File: src/rtl/txfc_pkg.sv
package txfc_pkg;

    // In-band pause state: halted flag plus one pending drain credit
    typedef struct packed {
        logic stopped;
        logic drain;
    } inband_st_t;

    // Modem handshake state
    typedef struct packed {
        logic rts;
    } modem_st_t;

endpackage

File: src/rtl/txfc_match.sv
module txfc_match #(
    parameter int CHAR_W = 8
) (
    input  logic [CHAR_W-1:0] rx_data,
    input  logic [CHAR_W-1:0] xon_char,
    input  logic [CHAR_W-1:0] xoff_char,
    output logic              hit_xon,
    output logic              hit_xoff
);
    always_comb begin
        hit_xon  = (rx_data == xon_char);
        hit_xoff = (rx_data == xoff_char);
    end
endmodule

File: src/rtl/txfc_sync.sv
module txfc_sync #(
    parameter int STAGES = 2
) (
    input  logic clk,
    input  logic rst_n,
    input  logic d,
    output logic q
);
    localparam int LAST = STAGES - 1;

    logic [LAST:0] pipe_d, pipe_q;

    for (genvar i = 0; i < STAGES; i++) begin : g_stage
        if (i == 0) begin : g_first
            always_comb pipe_d[i] = d;
        end else begin : g_rest
            always_comb pipe_d[i] = pipe_q[i-1];
        end
    end

    always_ff @(posedge clk or negedge rst_n) begin
        if (!rst_n) pipe_q <= '0;
        else        pipe_q <= pipe_d;
    end

    assign q = pipe_q[LAST];
endmodule

File: src/rtl/txfc_inband.sv
module txfc_inband
    import txfc_pkg::*;
(
    input  logic clk,
    input  logic rst_n,
    input  logic inband_en,
    input  logic implied_xon,
    input  logic rx_valid,
    input  logic hit_xon,
    input  logic hit_xoff,
    input  logic hold_full,
    input  logic shift_load,
    output logic stopped,
    output logic drain
);
    inband_st_t st_d, st_q;

    always_comb begin
        st_d = st_q;
        // a pending credit is spent when the shifter takes the holding char
        if (shift_load) st_d.drain = 1'b0;
        if (!inband_en) begin
            st_d = '0;
        end else if (rx_valid) begin
            if (!st_q.stopped) begin
                if (hit_xoff) begin
                    st_d.stopped = 1'b1;
                    // char waiting in the holding register still goes out
                    st_d.drain   = hold_full & ~shift_load;
                end
            end else if (implied_xon || hit_xon) begin
                st_d = '0;
            end
        end
    end

    always_ff @(posedge clk or negedge rst_n) begin
        if (!rst_n) st_q <= '0;
        else        st_q <= st_d;
    end

    assign stopped = st_q.stopped;
    assign drain   = st_q.drain;
endmodule

File: src/rtl/txfc_gate.sv
module txfc_gate
    import txfc_pkg::*;
#(
    parameter int CHAR_W   = 8,
    parameter int CTS_SYNC = 2
) (
    input  logic              clk,
    input  logic              rst_n,
    input  logic              chan_en,
    input  logic              inband_en,
    input  logic              implied_xon,
    input  logic              auto_rts,
    input  logic              auto_cts,
    input  logic [CHAR_W-1:0] xon_char,
    input  logic [CHAR_W-1:0] xoff_char,
    input  logic              rx_valid,
    input  logic [CHAR_W-1:0] rx_data,
    input  logic              cts_n,
    input  logic              q_nonempty,
    input  logic              hold_full,
    input  logic              shift_busy,
    input  logic              shift_load,
    output logic              tx_permit,
    output logic              rts_n
);
    logic hit_xon, hit_xoff;
    logic stopped, drain;
    logic cts_on;
    logic cts_ok, flow_ok;

    modem_st_t st_d, st_q;

    txfc_match #(.CHAR_W(CHAR_W)) u_match (
        .rx_data  (rx_data),
        .xon_char (xon_char),
        .xoff_char(xoff_char),
        .hit_xon  (hit_xon),
        .hit_xoff (hit_xoff)
    );

    txfc_inband u_inband (
        .clk        (clk),
        .rst_n      (rst_n),
        .inband_en  (inband_en),
        .implied_xon(implied_xon),
        .rx_valid   (rx_valid),
        .hit_xon    (hit_xon),
        .hit_xoff   (hit_xoff),
        .hold_full  (hold_full),
        .shift_load (shift_load),
        .stopped    (stopped),
        .drain      (drain)
    );

    // pin is active low; internal sense is active high
    txfc_sync #(.STAGES(CTS_SYNC)) u_cts_sync (
        .clk  (clk),
        .rst_n(rst_n),
        .d    (~cts_n),
        .q    (cts_on)
    );

    always_comb begin
        st_d     = st_q;
        st_d.rts = auto_rts & chan_en & (q_nonempty | hold_full | shift_busy);
    end

    always_ff @(posedge clk or negedge rst_n) begin
        if (!rst_n) st_q <= '0;
        else        st_q <= st_d;
    end

    always_comb begin
        cts_ok    = ~auto_cts | (cts_on & (~auto_rts | st_q.rts));
        flow_ok   = ~stopped | drain;
        // only at a character boundary: never while the shifter is busy
        tx_permit = chan_en & ~shift_busy & cts_ok & flow_ok;
        rts_n     = ~st_q.rts;
    end
endmodule

File: config.mk
export PLATFORM = sky130hd
export DESIGN_NAME = txfc_gate
export DESIGN_NICKNAME = d
export VERILOG_FILES = /design/src/rtl/txfc_pkg.sv /design/src/rtl/txfc_match.sv /design/src/rtl/txfc_sync.sv /design/src/rtl/txfc_inband.sv /design/src/rtl/txfc_gate.sv
export SDC_FILE = /design/constraint.sdc
export NUM_CORES = 1
export LEC_CHECK = 0
export ABC_AREA = 1
export BUFFER_PORTS_ARGS = -buffer_cell sky130_fd_sc_hd__clkbuf_2
export CORE_MARGIN = 2
export CORE_UTILIZATION = 42
export CTS_BUF_LIST = sky130_fd_sc_hd__clkbuf_16
export CTS_CLUSTER_DIAMETER = 50
export DETAILED_ROUTE_END_ITERATION = 8
export GPL_TIMING_DRIVEN = 0
export PLACE_DENSITY = 0.79
export SLEW_MARGIN = 15
export SYNTH_ARGS = -nofsm -noshare
export SYNTH_HDL_FRONTEND = slang
export SYNTH_SLANG_ARGS = --single-unit
File: constraint.sdc
create_clock -name clk -period 1.15 [get_ports clk]
set_input_delay 0.23 -clock clk [delete_from_list [all_inputs] [get_ports clk]]
set_output_delay 0.23 -clock clk [all_outputs]
set_load 0.03 [all_outputs]
Yosys cells after proc, flatten, opt, wreduce, memory -nomap -nowiden
Cells that the tools add are included.
Operators by class
  eq/ne operators: 3
  muxes and demuxes: 6
  bitwise operators: 19
  reductions and logical operators: 1
Operators with widths (number)
  8-bit == test: 2
  2-bit two-way mux: 5
  1-bit AND: 7
  1-bit inverter: 7
  1-bit bitwise OR: 5
  2-bit by 1-bit inequality test with 1-bit output, second input constant: 1
  1-bit logical OR: 1
  1-bit two-way mux: 1
Word-level totals
  register bits after elaboration: 5
  bits of input ports: 37
  output and inout bits: 2
  logic and storage cells: 33

Depth between registers and ports, before layout
  depth in word-level cells: 6
  depth in mapped cells: 10
  depth with buffers taken out: 10

Modules after synthesis
A second synthesis with hierarchy kept.
Unflattened totals
  cells, all modules: 126
  area, all modules: 593.1 um^2
By module, submodules not included
  txfc_match: times used 1, cells each 86, area an instance 322.8 um^2, seq. area each 0.0 um^2
  txfc_inband: times used 1, cells each 24, area an instance 137.6 um^2, seq. area each 50.0 um^2
  txfc_gate: times used 1, cells each 14, area an instance 82.6 um^2, seq. area each 25.0 um^2
  txfc_sync: times used 1, cells each 2, area an instance 50.0 um^2, seq. area each 50.0 um^2

Worst setup path before layout
Ideal clock, no wire load.
  path type: register to output
  start: register st_q
  end: output tx_permit
  arrival: 1.050 ns
  data required time: 0.920 ns
  setup slack: -0.130 ns
  stages on the path, launching flop included: 5
  path buffers: 0
  path through: dfrtp_1 -> inv_1 -> nand2_1 -> nand2_1 -> a21oi_1
Between the ends
  longest elaborated chain between the ends: 5
RTL lines
  from (decl): RTL line txfc_gate.sv:31  | modem_st_t st_d, st_q;
  from (signal assigned): RTL line txfc_gate.sv:70  | else st_q <= st_d;
  1-bit bitwise OR: RTL line txfc_gate.sv:74  | cts_ok = ~auto_cts | (cts_on & (~auto_rts | st_q.rts));
  1-bit AND: RTL line txfc_gate.sv:74
  1-bit bitwise OR: RTL line txfc_gate.sv:74
  1-bit AND (2 in series): RTL line txfc_gate.sv:77  | tx_permit = chan_en & ~shift_busy & cts_ok & flow_ok;
  to (decl): RTL line txfc_gate.sv:23  | output logic tx_permit,
No other way between the ends.

Worst setup path in the final report
  start: register u_inband.st_q (netlist bit u_inband.stopped)
  end: output tx_permit
Between the ends
  longest elaborated chain between the ends: 3
RTL lines
  from (decl): RTL line txfc_inband.sv:16  | inband_st_t st_d, st_q;
  from (signal assigned): RTL line txfc_inband.sv:39  | else st_q <= st_d;
  1-bit inverter: RTL line txfc_gate.sv:75  | flow_ok = ~stopped | drain;
  1-bit bitwise OR: RTL line txfc_gate.sv:75
  1-bit AND: RTL line txfc_gate.sv:77
No other way between the ends.

==> results.json <==
{
  "status": "complete, but fails checks",
  "violations": "setup timing",
  "finalPower_uw": 992.9,
  "ir_drop_v": 0.0009508,
  "grt_pass1_vias": 747,
  "crit_arrival_ns": 1.07,
  "cts-root-buf": "clkbuf_16",
  "antenna_found_initial": 0,
  "max_freq_ghz": 0.7699,
  "cp-start-kind": "flop",
  "slew_violations": 0,
  "grt_usage_pct": 19.05,
  "required_ns": 0.92,
  "placed_area_um2": 847.1,
  "layout.cells.most_common": "nand2_1",
  "cts_buffers": 3,
  "leakage_nw": 0.6660,
  "area_delta_synth_final_pct": 52.77,
  "cts_buffer_depth": 2,
  "drt_wl_total_um": 1617,
  "fillers": 142,
  "drt-wirelength-per-cell_um": 8.556,
  "cp_max_fo": 2,
  "cts_max_level": 1,
  "final_layout_size_suffix_gt1_share_pct": 30.06,
  "worstSetupPathType": "flop to output port",
  "dr.first_iter.drc_count": 8,
  "ys_seq_elements": 5,
  "core_area_um2": 1454,
  "fp.dieW_um": 42.83,
  "start_util_pct": 43.55,
  "yosysSeqAreaShare_pct": 19.76,
  "syn_nets": 165,
  "dr.pass1.iters": 4,
  "dieArea_um2": 1834,
  "hold_violations": 0,
  "worst_slew_pin_slew_ns": 0.2003,
  "synth_warnings": 0,
  "grt_first_pass_wirelength_um": 2635,
  "final_cell_mix": "nand2_1, clkbuf_2, inv_1",
  "synth_top_area_share_pct": 39.72,
  "cts_sinks": 5,
  "grt_max_degree": 6,
  "syn_inst": 128,
  "worst_path_max_delay_cell": "dfrtp_1",
  "finalNonFillerCells": 189,
  "drc": 0,
  "clock-skew-final_ns": 0.003919,
  "finalCriticalPeriod_ns": 1.299,
  "fin_crit_sh_pct": 113.0,
  "clk_pin_slew_ns": 0.03,
  "io_pins": 39,
  "slew_headroom_pct": 86.59,
  "dp.cells": 182,
  "syn_area_um2": 633.1,
  "synth_area_leaders": "nand2_1, dfrtp_1, inv_1, xnor2_1, nor2_1",
  "io_buffers": 38,
  "viasPerCell": 4.455,
  "num_rows": 14,
  "r2r_slack_ns": 0.02,
  "vias": 842,
  "syn_area_per_cell_um2": 4.946,
  "fin_ws_ns": -0.1489,
  "max_stage_delay_ns": 0.38,
  "dp_hpwl_um": 1252,
  "drv_cap": 0,
  "power.density_nw_per_um2": 1027,
  "gr-total-overflow": 0,
  "crit_chain": "inv_2 -> o211ai_1 -> a21oi_2 -> clkbuf_8",
  "hp-class": "input port to flop",
  "final_nets": 211,
  "design_area_um2": 967.2,
  "end_kind": "output port",
  "antenna_cells": 0,
  "clk_latency_ns": 0.23,
  "antenna_left": 0,
  "synth_top_area_cell": "nand2_1",
  "setup_viol": 1,
  "die_y_um": 42.83,
  "rsz0062_at_grt": "yes",
  "place.gp.congestion": 0.7523,
  "whs_ns": 0.1405,
  "ys_types": 12,
  "cts_tree": "done"
}
flip-flops by register name (all words and copies together) (netlist names):
| signal | flops |
|---|---|
| u_inband.stopped | 1 |
| u_inband.drain | 1 |
| u_cts_sync.pipe_q | 2 |
| st_q | 1 |
what timing repair did:
| item | 4_1_cts | 5_1_grt |
|---|---|---|
| gates resized for setup | 3 | 2 |
| pin swaps | 0 | 1 |
| buffers inserted | 1 | 1 |
| hold buffers | 1 | 0 |
| hold endpoints to repair | 5 | 0 |
| endpoints found under the setup margin | 1 | 1 |
metrics by stage:
step                      util (%)  worst slack (ns)  setup TNS [ns]
after floorplan                  -           0.01599               0
after global placement       58.26           0.04927               0
after detailed placement     58.26           0.03231               0
after CTS                    65.49           -0.1327         -0.1327
after global routing         66.52           -0.1739         -0.2057
final                        66.52           -0.1489         -0.1489
cell type report:
cell class,instances,area [µm²],area share [%]
multi-input combinational,90,395.4,40.88
timing repair buffer,41,224.0,23.16
inverter,33,123.9,12.81
clock inverter,1,3.754,0.3881
clock buffer,3,75.07,7.762
tap,16,20.02,2.070
sequential,5,125.1,12.94
worst paths after layout:
kind / startpoint / endpoint / cells after the start
setup / recovery: u_inband.stopped / tx_permit / 4
hold / removal: cts_n / u_cts_sync.pipe_q[0] / 2
setup reg to reg: u_inband.stopped / u_inband.drain / 7
hold reg to reg: u_cts_sync.pipe_q[0] / u_cts_sync.pipe_q[1] / 0
max in group asynchronous: rst_n / u_inband.stopped / 2
min in group asynchronous: rst_n / st_q / 2
cell families (layout without fill, tap and decap cells):
family | count (synthesis) | count (layout) | share of synthesized area (%)
AO/OA/AOI/OAI | 3 | 3 | 3.557
AND/OR/NAND/NOR | 82 | 82 | 50.20
flip-flops | 5 | 5 | 19.76
buffers and inverters | 33 | 78 | 19.57
XOR/XNOR | 5 | 5 | 6.917
Yosys cell counts (all sizes together):
library cell,count
nand3,2
xnor2,5
dfrtp,5
o211ai,1
inv,33
o311a,1
a21oi,1
nand2,68
nor2,12
metal layers:
layer,vias up,global-route usage [%],part of all wire (%)
met3,2,5.532,7.7
met5,-,0,0
met2,35,37.88,53
met1,353,17.45,38
li1,452,-,-
met4,0,7.500,0.99
power breakdown:
part | internal [mW] | switching, mW
registers | 0.183 | 0.00146
clock network | 0.452 | 0.128
logic | 0.107 | 0.123
worst max-delay path: cells and delay by family (launching register included):
kind / cells / cell delay [ns]
DFF: 1 / 0.38
buffers and inverters: 2 / 0.24
AOI/OAI and AO/OA: 2 / 0.22
Power figures use the tool's default switching activity.
